`src/rtl/usbrst_pkg.sv`:
```
package usbrst_pkg;

    localparam int REG_W  = 32;
    localparam int ADDR_W = 12;
    localparam int STEP_W = 5;

    // register offsets (peripheral-reset space)
    localparam logic [ADDR_W-1:0] OFS_RST_A = 12'h020;
    localparam logic [ADDR_W-1:0] OFS_RST_B = 12'h024;
    localparam logic [ADDR_W-1:0] OFS_RST_C = 12'h034;
    localparam logic [ADDR_W-1:0] OFS_RST_D = 12'h074;
    // global-control space
    localparam logic [ADDR_W-1:0] OFS_STRAP = 12'h07C;
    localparam logic [ADDR_W-1:0] OFS_PHY0  = 12'h140;
    localparam logic [ADDR_W-1:0] OFS_PHY1  = 12'h144;
    localparam logic [ADDR_W-1:0] OFS_PHY2  = 12'h148;

    localparam int BIT_RUN   = 28;
    localparam int BIT_HOST  = 26;
    localparam int BIT_HOST2 = 31;
    localparam int BIT_PHYC  = 25;

    localparam logic [REG_W-1:0] RUN_MASK  = REG_W'(1) << BIT_RUN;
    localparam logic [REG_W-1:0] PHYAB_MSK = (REG_W'(1) << 24) | (REG_W'(1) << 25);
    localparam logic [REG_W-1:0] PHYC_MSK  = REG_W'(1) << BIT_PHYC;

    // step numbering; the order is the bring-up order
    localparam logic [STEP_W-1:0] STP_STRAP = 5'd0;
    localparam logic [STEP_W-1:0] STP_SETA  = 5'd1;
    localparam logic [STEP_W-1:0] STP_SETB  = 5'd2;
    localparam logic [STEP_W-1:0] STP_SETC  = 5'd3;
    localparam logic [STEP_W-1:0] STP_SETD  = 5'd4;
    localparam logic [STEP_W-1:0] STP_STOP0 = 5'd5;
    localparam logic [STEP_W-1:0] STP_STOP1 = 5'd6;
    localparam logic [STEP_W-1:0] STP_STOP2 = 5'd7;
    localparam logic [STEP_W-1:0] STP_PHYC  = 5'd8;
    localparam logic [STEP_W-1:0] STP_PHYD  = 5'd9;
    localparam logic [STEP_W-1:0] STP_WAIT  = 5'd10;
    localparam logic [STEP_W-1:0] STP_RUN0  = 5'd11;
    localparam logic [STEP_W-1:0] STP_RUN1  = 5'd12;
    localparam logic [STEP_W-1:0] STP_RUN2  = 5'd13;
    localparam logic [STEP_W-1:0] STP_CLRA  = 5'd14;
    localparam logic [STEP_W-1:0] STP_CLRB  = 5'd15;
    localparam logic [STEP_W-1:0] STP_CLRC  = 5'd16;
    localparam logic [STEP_W-1:0] STP_CLRD  = 5'd17;
    localparam logic [STEP_W-1:0] STP_END   = 5'd18;

    typedef enum logic [1:0] {
        SQ_RD   = 2'd0,
        SQ_WR   = 2'd1,
        SQ_WAIT = 2'd2,
        SQ_DONE = 2'd3
    } seq_state_t;

    typedef struct packed {
        logic [REG_W-1:0] ra;
        logic [REG_W-1:0] rb;
        logic [REG_W-1:0] rc;
        logic [REG_W-1:0] rd;
    } rst_masks_t;

    typedef struct packed {
        logic              glb;
        logic [ADDR_W-1:0] addr;
        logic [REG_W-1:0]  keep;
        logic [REG_W-1:0]  set;
        logic              rd_only;
    } bus_op_t;

    typedef struct packed {
        seq_state_t        st;
        logic [STEP_W-1:0] step;
        logic [REG_W-1:0]  strap;
    } seq_regs_t;

    // steps that exist only in the wide variant
    function automatic logic wide_only(input logic [STEP_W-1:0] s);
        return (s == STP_SETD) || (s == STP_STOP2) || (s == STP_PHYD) ||
               (s == STP_RUN2) || (s == STP_CLRD);
    endfunction

endpackage

```
`src/rtl/usbrst_strap_decode.sv`:
```
module usbrst_strap_decode
    import usbrst_pkg::*;
#(
    parameter bit WIDE = 1'b1
) (
    input  logic [REG_W-1:0] strap,
    output rst_masks_t       masks
);

    function automatic logic [REG_W-1:0] bm(input int b);
        return REG_W'(1) << b;
    endfunction

    logic unused_strap;
    assign unused_strap = ^strap;

    generate
        if (WIDE) begin : g_wide
            always_comb begin
                masks    = '0;
                masks.rb = bm(BIT_HOST);
                masks.rd = bm(BIT_HOST2) | PHYC_MSK;
                if (!strap[9]) begin
                    masks.rc = masks.rc | bm(4);
                    masks.ra = masks.ra | bm(5) | bm(8) | bm(25);
                end
                if (!strap[22]) begin
                    masks.ra = masks.ra | bm(22) | bm(23) | bm(24);
                    masks.rc = masks.rc | bm(5);
                end
                if (!strap[24]) masks.rc = masks.rc | bm(6);
                if (!strap[21]) masks.rc = masks.rc | bm(7);
            end
        end else begin : g_narrow
            always_comb begin
                masks    = '0;
                masks.rb = bm(BIT_HOST);
                if (!strap[9])  masks.rc = masks.rc | bm(4);
                if (!strap[8])  masks.ra = masks.ra | bm(5);
                if (!strap[21]) masks.ra = masks.ra | bm(8) | bm(22) | bm(25);
                if (!strap[22]) begin
                    masks.ra = masks.ra | bm(23) | bm(24);
                    masks.rc = masks.rc | bm(5) | bm(6) | bm(7);
                end
            end
        end
    endgenerate

endmodule

```
`src/rtl/usbrst_step_rom.sv`:
```
module usbrst_step_rom
    import usbrst_pkg::*;
(
    input  logic [STEP_W-1:0] step,
    input  rst_masks_t        masks,
    output bus_op_t           op
);

    always_comb begin
        op.glb     = 1'b0;
        op.addr    = '0;
        op.keep    = '1;
        op.set     = '0;
        op.rd_only = 1'b0;
        case (step)
            STP_STRAP: begin op.glb = 1'b1; op.addr = OFS_STRAP; op.rd_only = 1'b1; end
            STP_SETA:  begin op.addr = OFS_RST_A; op.set = masks.ra; end
            STP_SETB:  begin op.addr = OFS_RST_B; op.set = masks.rb; end
            STP_SETC:  begin op.addr = OFS_RST_C; op.set = masks.rc | PHYAB_MSK; end
            STP_SETD:  begin op.addr = OFS_RST_D; op.set = masks.rd; end
            STP_STOP0: begin op.glb = 1'b1; op.addr = OFS_PHY0; op.keep = ~RUN_MASK; end
            STP_STOP1: begin op.glb = 1'b1; op.addr = OFS_PHY1; op.keep = ~RUN_MASK; end
            STP_STOP2: begin op.glb = 1'b1; op.addr = OFS_PHY2; op.keep = ~RUN_MASK; end
            STP_PHYC:  begin op.addr = OFS_RST_C; op.keep = ~PHYAB_MSK; end
            STP_PHYD:  begin op.addr = OFS_RST_D; op.keep = ~PHYC_MSK; end
            STP_RUN0:  begin op.glb = 1'b1; op.addr = OFS_PHY0; op.set = RUN_MASK; end
            STP_RUN1:  begin op.glb = 1'b1; op.addr = OFS_PHY1; op.set = RUN_MASK; end
            STP_RUN2:  begin op.glb = 1'b1; op.addr = OFS_PHY2; op.set = RUN_MASK; end
            STP_CLRA:  begin op.addr = OFS_RST_A; op.keep = ~masks.ra; end
            STP_CLRB:  begin op.addr = OFS_RST_B; op.keep = ~masks.rb; end
            STP_CLRC:  begin op.addr = OFS_RST_C; op.keep = ~masks.rc; end
            STP_CLRD:  begin op.addr = OFS_RST_D; op.keep = ~masks.rd; end
            default:   begin op.rd_only = 1'b1; end
        endcase
    end

endmodule

```
`src/rtl/usbrst_settle_timer.sv`:
```
module usbrst_settle_timer #(
    parameter int unsigned TERM = 10000
) (
    input  logic clk,
    input  logic rst_n,
    input  logic run,
    output logic expired
);

    localparam int CW = (TERM > 1) ? $clog2(TERM) : 1;

    logic [CW-1:0] cnt_d, cnt_q;

    always_comb begin
        cnt_d = cnt_q;
        if (!run)        cnt_d = '0;
        else if (!expired) cnt_d = cnt_q + CW'(1);
    end

    assign expired = run && (cnt_q == CW'(TERM - 1));

    always_ff @(posedge clk or negedge rst_n) begin
        if (!rst_n) cnt_q <= '0;
        else        cnt_q <= cnt_d;
    end

endmodule

```
`src/rtl/usb_boot_rst_seq.sv`:
```
module usb_boot_rst_seq
    import usbrst_pkg::*;
#(
    parameter bit          WIDE      = 1'b1,
    parameter int unsigned CLK_MHZ   = 200,
    parameter int unsigned SETTLE_US = 50
) (
    input  logic                     clk,
    input  logic                     rst_n,
    output logic                     bus_rd,
    output logic                     bus_wr,
    output logic                     bus_glb,
    output logic [usbrst_pkg::ADDR_W-1:0] bus_addr,
    output logic [usbrst_pkg::REG_W-1:0]  bus_wdata,
    input  logic [usbrst_pkg::REG_W-1:0]  bus_rdata,
    output logic                     seq_done
);

    localparam int unsigned SETTLE_CYC = CLK_MHZ * SETTLE_US;

    seq_regs_t         r_d, r_q;
    rst_masks_t        masks;
    bus_op_t           op;
    logic              settle_ok;
    logic [STEP_W-1:0] step_inc, step_nxt;

    usbrst_strap_decode #(.WIDE(WIDE)) u_dec (
        .strap (r_q.strap),
        .masks (masks)
    );

    usbrst_step_rom u_rom (
        .step  (r_q.step),
        .masks (masks),
        .op    (op)
    );

    usbrst_settle_timer #(.TERM(SETTLE_CYC)) u_tmr (
        .clk     (clk),
        .rst_n   (rst_n),
        .run     (r_q.st == SQ_WAIT),
        .expired (settle_ok)
    );

    // next step, skipping wide-only steps in the narrow variant
    always_comb begin
        step_inc = r_q.step + STEP_W'(1);
        if (!WIDE && wide_only(step_inc)) step_nxt = step_inc + STEP_W'(1);
        else                              step_nxt = step_inc;
    end

    always_comb begin
        r_d = r_q;
        case (r_q.st)
            SQ_RD: r_d.st = SQ_WR;
            SQ_WR: begin
                if (op.rd_only) r_d.strap = bus_rdata;
                r_d.step = step_nxt;
                if (step_nxt == STP_WAIT)     r_d.st = SQ_WAIT;
                else if (step_nxt == STP_END) r_d.st = SQ_DONE;
                else                          r_d.st = SQ_RD;
            end
            SQ_WAIT: begin
                if (settle_ok) begin
                    r_d.step = STP_RUN0;
                    r_d.st   = SQ_RD;
                end
            end
            default: r_d = r_q;
        endcase
    end

    always_ff @(posedge clk or negedge rst_n) begin
        if (!rst_n) begin
            r_q.st    <= SQ_RD;
            r_q.step  <= STP_STRAP;
            r_q.strap <= '0;
        end else begin
            r_q <= r_d;
        end
    end

    // bus outputs held idle while reset is active
    assign bus_rd    = rst_n && (r_q.st == SQ_RD);
    assign bus_wr    = rst_n && (r_q.st == SQ_WR) && !op.rd_only;
    assign bus_glb   = op.glb;
    assign bus_addr  = op.addr;
    assign bus_wdata = (bus_rdata & op.keep) | op.set;
    assign seq_done  = (r_q.st == SQ_DONE);

endmodule

```
`config.mk`:
```
export PLATFORM = sky130hd
export DESIGN_NAME = usb_boot_rst_seq
export DESIGN_NICKNAME = d
export VERILOG_FILES = /design/src/rtl/usbrst_pkg.sv /design/src/rtl/usbrst_strap_decode.sv /design/src/rtl/usbrst_step_rom.sv /design/src/rtl/usbrst_settle_timer.sv /design/src/rtl/usb_boot_rst_seq.sv
export SDC_FILE = /design/constraint.sdc
export NUM_CORES = 1
export LEC_CHECK = 0
export BUFFER_PORTS_ARGS = -buffer_cell sky130_fd_sc_hd__buf_2
export CORE_MARGIN = 2
export CORE_UTILIZATION = 50
export CTS_CLUSTER_DIAMETER = 50
export DETAILED_ROUTE_END_ITERATION = 12
export GPL_TIMING_DRIVEN = 1
export PLACE_DENSITY_LB_ADDON = 0.1
export SETUP_SLACK_MARGIN = 0.5
export SLEW_MARGIN = 20
export SYNTH_ARGS = -nofsm -noshare
export SYNTH_HDL_FRONTEND = slang
export SYNTH_HIERARCHICAL = 1
export SYNTH_SLANG_ARGS = --single-unit
export TNS_END_PERCENT = 100
```
`constraint.sdc`:
```
create_clock -name clk -period 4.41 [get_ports clk]
set_clock_uncertainty 0.1 [all_clocks]
set_input_delay 0.2205 -clock clk [delete_from_list [all_inputs] [get_ports clk]]
set_output_delay 0.2205 -clock clk [all_outputs]
set_load 0.02 [all_outputs]
```
# Yosys cells after proc, flatten, opt, wreduce, memory -nomap -nowiden
# Index checks and enable logic that the tools add are counted.
# totals
regBits,46
input_bits,34
out_inout_bits,48
elab_cells,74
# classes
add_sub_neg,2
eq_ne,24
n_mux,17
n_bitwise,5
n_reduce_logical,22
# ops
cell,count
$pmux W32 S7,1
$pmux W32 S5,1
$pmux W9 S8,1
$eq A5 B4 Y1 const B,8
$and A32 B32 Y32,1
$not A26 Y32,1
$not A8 Y32,1
$or A32 B32 Y32,1
$mux W14,2
$mux W26,1
$mux W25,1
$eq A5 B3 Y1 const B,4
$reduce_or A16 Y1,1
$eq A5 B5 Y1 const B,3
$add A14 B1 Y14 const B,1
$eq A14 B14 Y1 const B,1
$mux W7,2
$reduce_or A3 Y1,4
$eq A5 B2 Y1 const B,2
$pmux W5 S2,1
$reduce_or A2 Y1,5
$mux W8,1
$reduce_or A7 Y1,1
$mux W6,1
other kinds (16),24

# Logic depth before layout (Yosys ltp)
# depth
depth_word,8
depth_mapped,9

# By module
# Netlist, hierarchy kept.
# modules_own_cells
mod,n_inst,cells_each,area_per_inst_um2,seq_area_each_um2
usbrst_step_rom,1,331,2197.1,0.0
usb_boot_rst_seq,1,147,1895.6,975.9
usbrst_strap_decode,1,130,953.4,0.0
usbrst_settle_timer,1,75,792.0,350.3

# Least setup slack after synthesis
# Ideal clock, no wire load.
# synth_timing
path_kind,flip-flop to flip-flop
start,register r_q[33] (netlist name)
end,register r_q[0] (netlist name)
setup_ns,0.125
arrival_time_ns,1.812
required_time_ns,4.185
setup_slack_ns,2.373
path_stages_with_launch,9
n_path_buf,3
synth_period_minus_slack_ns,2.037
path_cell_list,dfrtp_1 buf_2 buf_2 nor2_1 mux2_2 a21oi_1 nand2_1 buf_2 mux2_2
# synth_via
elab_chain_len,4
word_cells_on_any_way,19
classes_between,16 x eq/ne; 1 x bitwise; 2 x reduce/logical
# synth_rtl
element,line,source
$eq A5 B1 Y1 (tied with other cells),usbrst_step_rom.sv:15,case (step)
$reduce_or A16 Y1 (no line) *,--,
$not A1 Y1 (no line) *,--,
$reduce_and A2 Y1 (no line) *,--,
# Mark *: on every way between the ends. The rest lies on a longest branch, timed or not.
# A chain may end at the register's enable or synchronous reset.

==> impl_metrics.tcl <==
set metrics [dict create \
    clock.fmax_ghz 0.308 \
    cts_hold_buffers 1 \
    syn-cell-area_um2 4810 \
    grt_setup_unrepaired "false" \
    cts.sinks 25 \
    critPathArrivalTime_ns 2.93 \
    top_usage_layer "met2" \
    outcome "complete, no violations" \
    initial_utilization_pct 51.8 \
    grt_pass1_wl_um 17600 \
    crit_path_start_kind "flip-flop" \
    drc 0 \
    worst-setup-path-type "flip-flop to primary output" \
    grt_antenna_before_repair 0 \
    seqCellArea_um2 629 \
    worst_slew_pin_slew_ns 1.04 \
    syn_avg_cell_area_um2 7.70 \
    cts_tree "done" \
    hp-class "input pin to flip-flop" \
    htree_levels 1 \
    finalMaxSlewViolations 0 \
    grt_max_degree 33 \
    clockBufferDepth 2 \
    drt_wl_total_um 10600 \
    p_leak_uw 0.00223 \
    peakVddDrop_uv 212 \
    num_rows 35 \
    dr.pass1.iters 5 \
    multi_input_comb_area_um2 3420 \
    nets 710 \
    area_delta_synth_final_pct -0.988 \
    cap_violations 0 \
    fillers 974 \
    track_usage_pct 20.2 \
    grt_use_met2_pct 34.5 \
    dp_hpwl_um 7500 \
    cp_max_fo 25 \
    ios 82 \
    endpoint_kind "primary output" \
    drt-initial-drc-count 284 \
    fin_crit_ns 3.25 \
    grt_remaining_overflow 0 \
    netlist_instances 625 \
    setup_viol 0 \
    antenna-diode-count 0 \
    p_per_area_nw_per_um2 103 \
    period_share_pct 73.7 \
    worst_ep_required_time_ns 4.09 \
    use_met3_pct 2.33 \
    setup_ws_ns 1.16 \
    core_area_um2 9280 \
    drtAntennaViolNets 0 \
    post_drt_wl_per_cell_um 13.3 \
    met1_usage_pct 27.9 \
    report.final.hold_viol_count 0 \
    portBuffers 75 \
    yosys_warnings 6 \
    relSlewSlack_pct 30.5 \
    die_x_um 102 \
    fp.dieH_um 102 \
    clock_latency_ns 0.27 \
    post-place-ws_ns 1.50 \
    die_area_um2 10400 \
    cts_resized 0 \
    path_clk_slew_ns 0.09 \
    drive_above_1_share_pct 15.9 \
    dr_total_vias 4152 \
    setup_tns_ns 0 \
    numCtsBuffers 3 \
    avgViaCountPerCell 5.22 \
    grt_pass1_vias 3797 \
    gp_congestion 0.828 \
    root_buffer "clkbuf_8" \
    cts_setup_buffers 0 \
]
[routing by layer]
| layer | vias up | wire length (um) |
|---|---|---|
| met3 | 6 | 439 |
| met1 | 1957 | 5050 |
| met5 | - | 0 |
| met4 | 0 | 78 |
| met2 | 96 | 4980 |
| li1 | 2093 | - |
[per-stage QoR]
stage	instances	cell area, um2	util (%)	power, uW	hold slack (ns)
4_1_cts	795	4760	51.3	492	0.112
5_1_grt	795	4760	51.3	523	0.109
2_1_floorplan	746	5270	-	400	-0.175
3_5_place_dp	790	4710	50.7	353	0.166
3_3_place_gp	790	4710	50.7	353	0.163
6_report	795	4760	51.3	492	0.116
[area by class of cell]
cell class / count / share of cell area (%)
well taps: 129 / 3.39
clock buffers: 3 / 0.867
clock inverters: 1 / 0.105
repair buffers: 85 / 9.51
flip-flops and latches: 25 / 13.2
multi-input cells: 538 / 71.8
inverters: 14 / 1.10
[placed cells by master, fill, tap and decap left out, types with 6 or more instances in the layout]
| cell | instances |
|---|---|
| buf_2 | 75 |
| buf_4 | 9 |
| dfrtp_1 | 24 |
| and2_1 | 10 |
| nor2_1 | 10 |
| a21o_1 | 32 |
| a22oi_1 | 89 |
| ha_1 | 9 |
| o21ai_0 | 12 |
| mux2i_1 | 63 |
| a21oi_1 | 12 |
| xor2_1 | 9 |
| nand3_1 | 11 |
| nand2_1 | 75 |
| nand2b_1 | 6 |
| conb_1 | 124 |
| inv_1 | 13 |
[sequential cells by signal (all words and copies together) (netlist names)]
signal       flops
u_tmr/cnt_q     14
r_q             11
[path summary, 6_finish.rpt]
path | startpoint | to | slack, ns | cells past startpoint
min in group asynchronous | rst_n | u_tmr/cnt_q[11] | 0.38 | 2
worst max-delay path | r_q[36] | bus_wdata[5] | 1.16 | 7
worst max register to register | r_q[37] | r_q[37] | 2.11 | 6
max in group asynchronous | rst_n | r_q[32] | 3.40 | 2
worst min register to register | r_q[9] | r_q[9] | 0.41 | 1
worst min-delay path | bus_rdata[22] | r_q[22] | 0.12 | 2
[power breakdown]
part	internal, uW	switching, uW	total, uW
Sequential	231	0.799	232
Clock	63.2	73.5	137
Combinational	44.0	79.6	124
Total	338	154	492
[worst max-delay path, cell delays in order (launching register included)]
cell and delay, ns:
dfrtp_1 0.63, nor2_1 0.37, and3_1 0.90, buf_4 0.31, a22oi_1 0.10, nand2_1 0.11
a21o_1 0.08, buf_2 0.15
No activity file was read; power rests on OpenSTA's default activity.
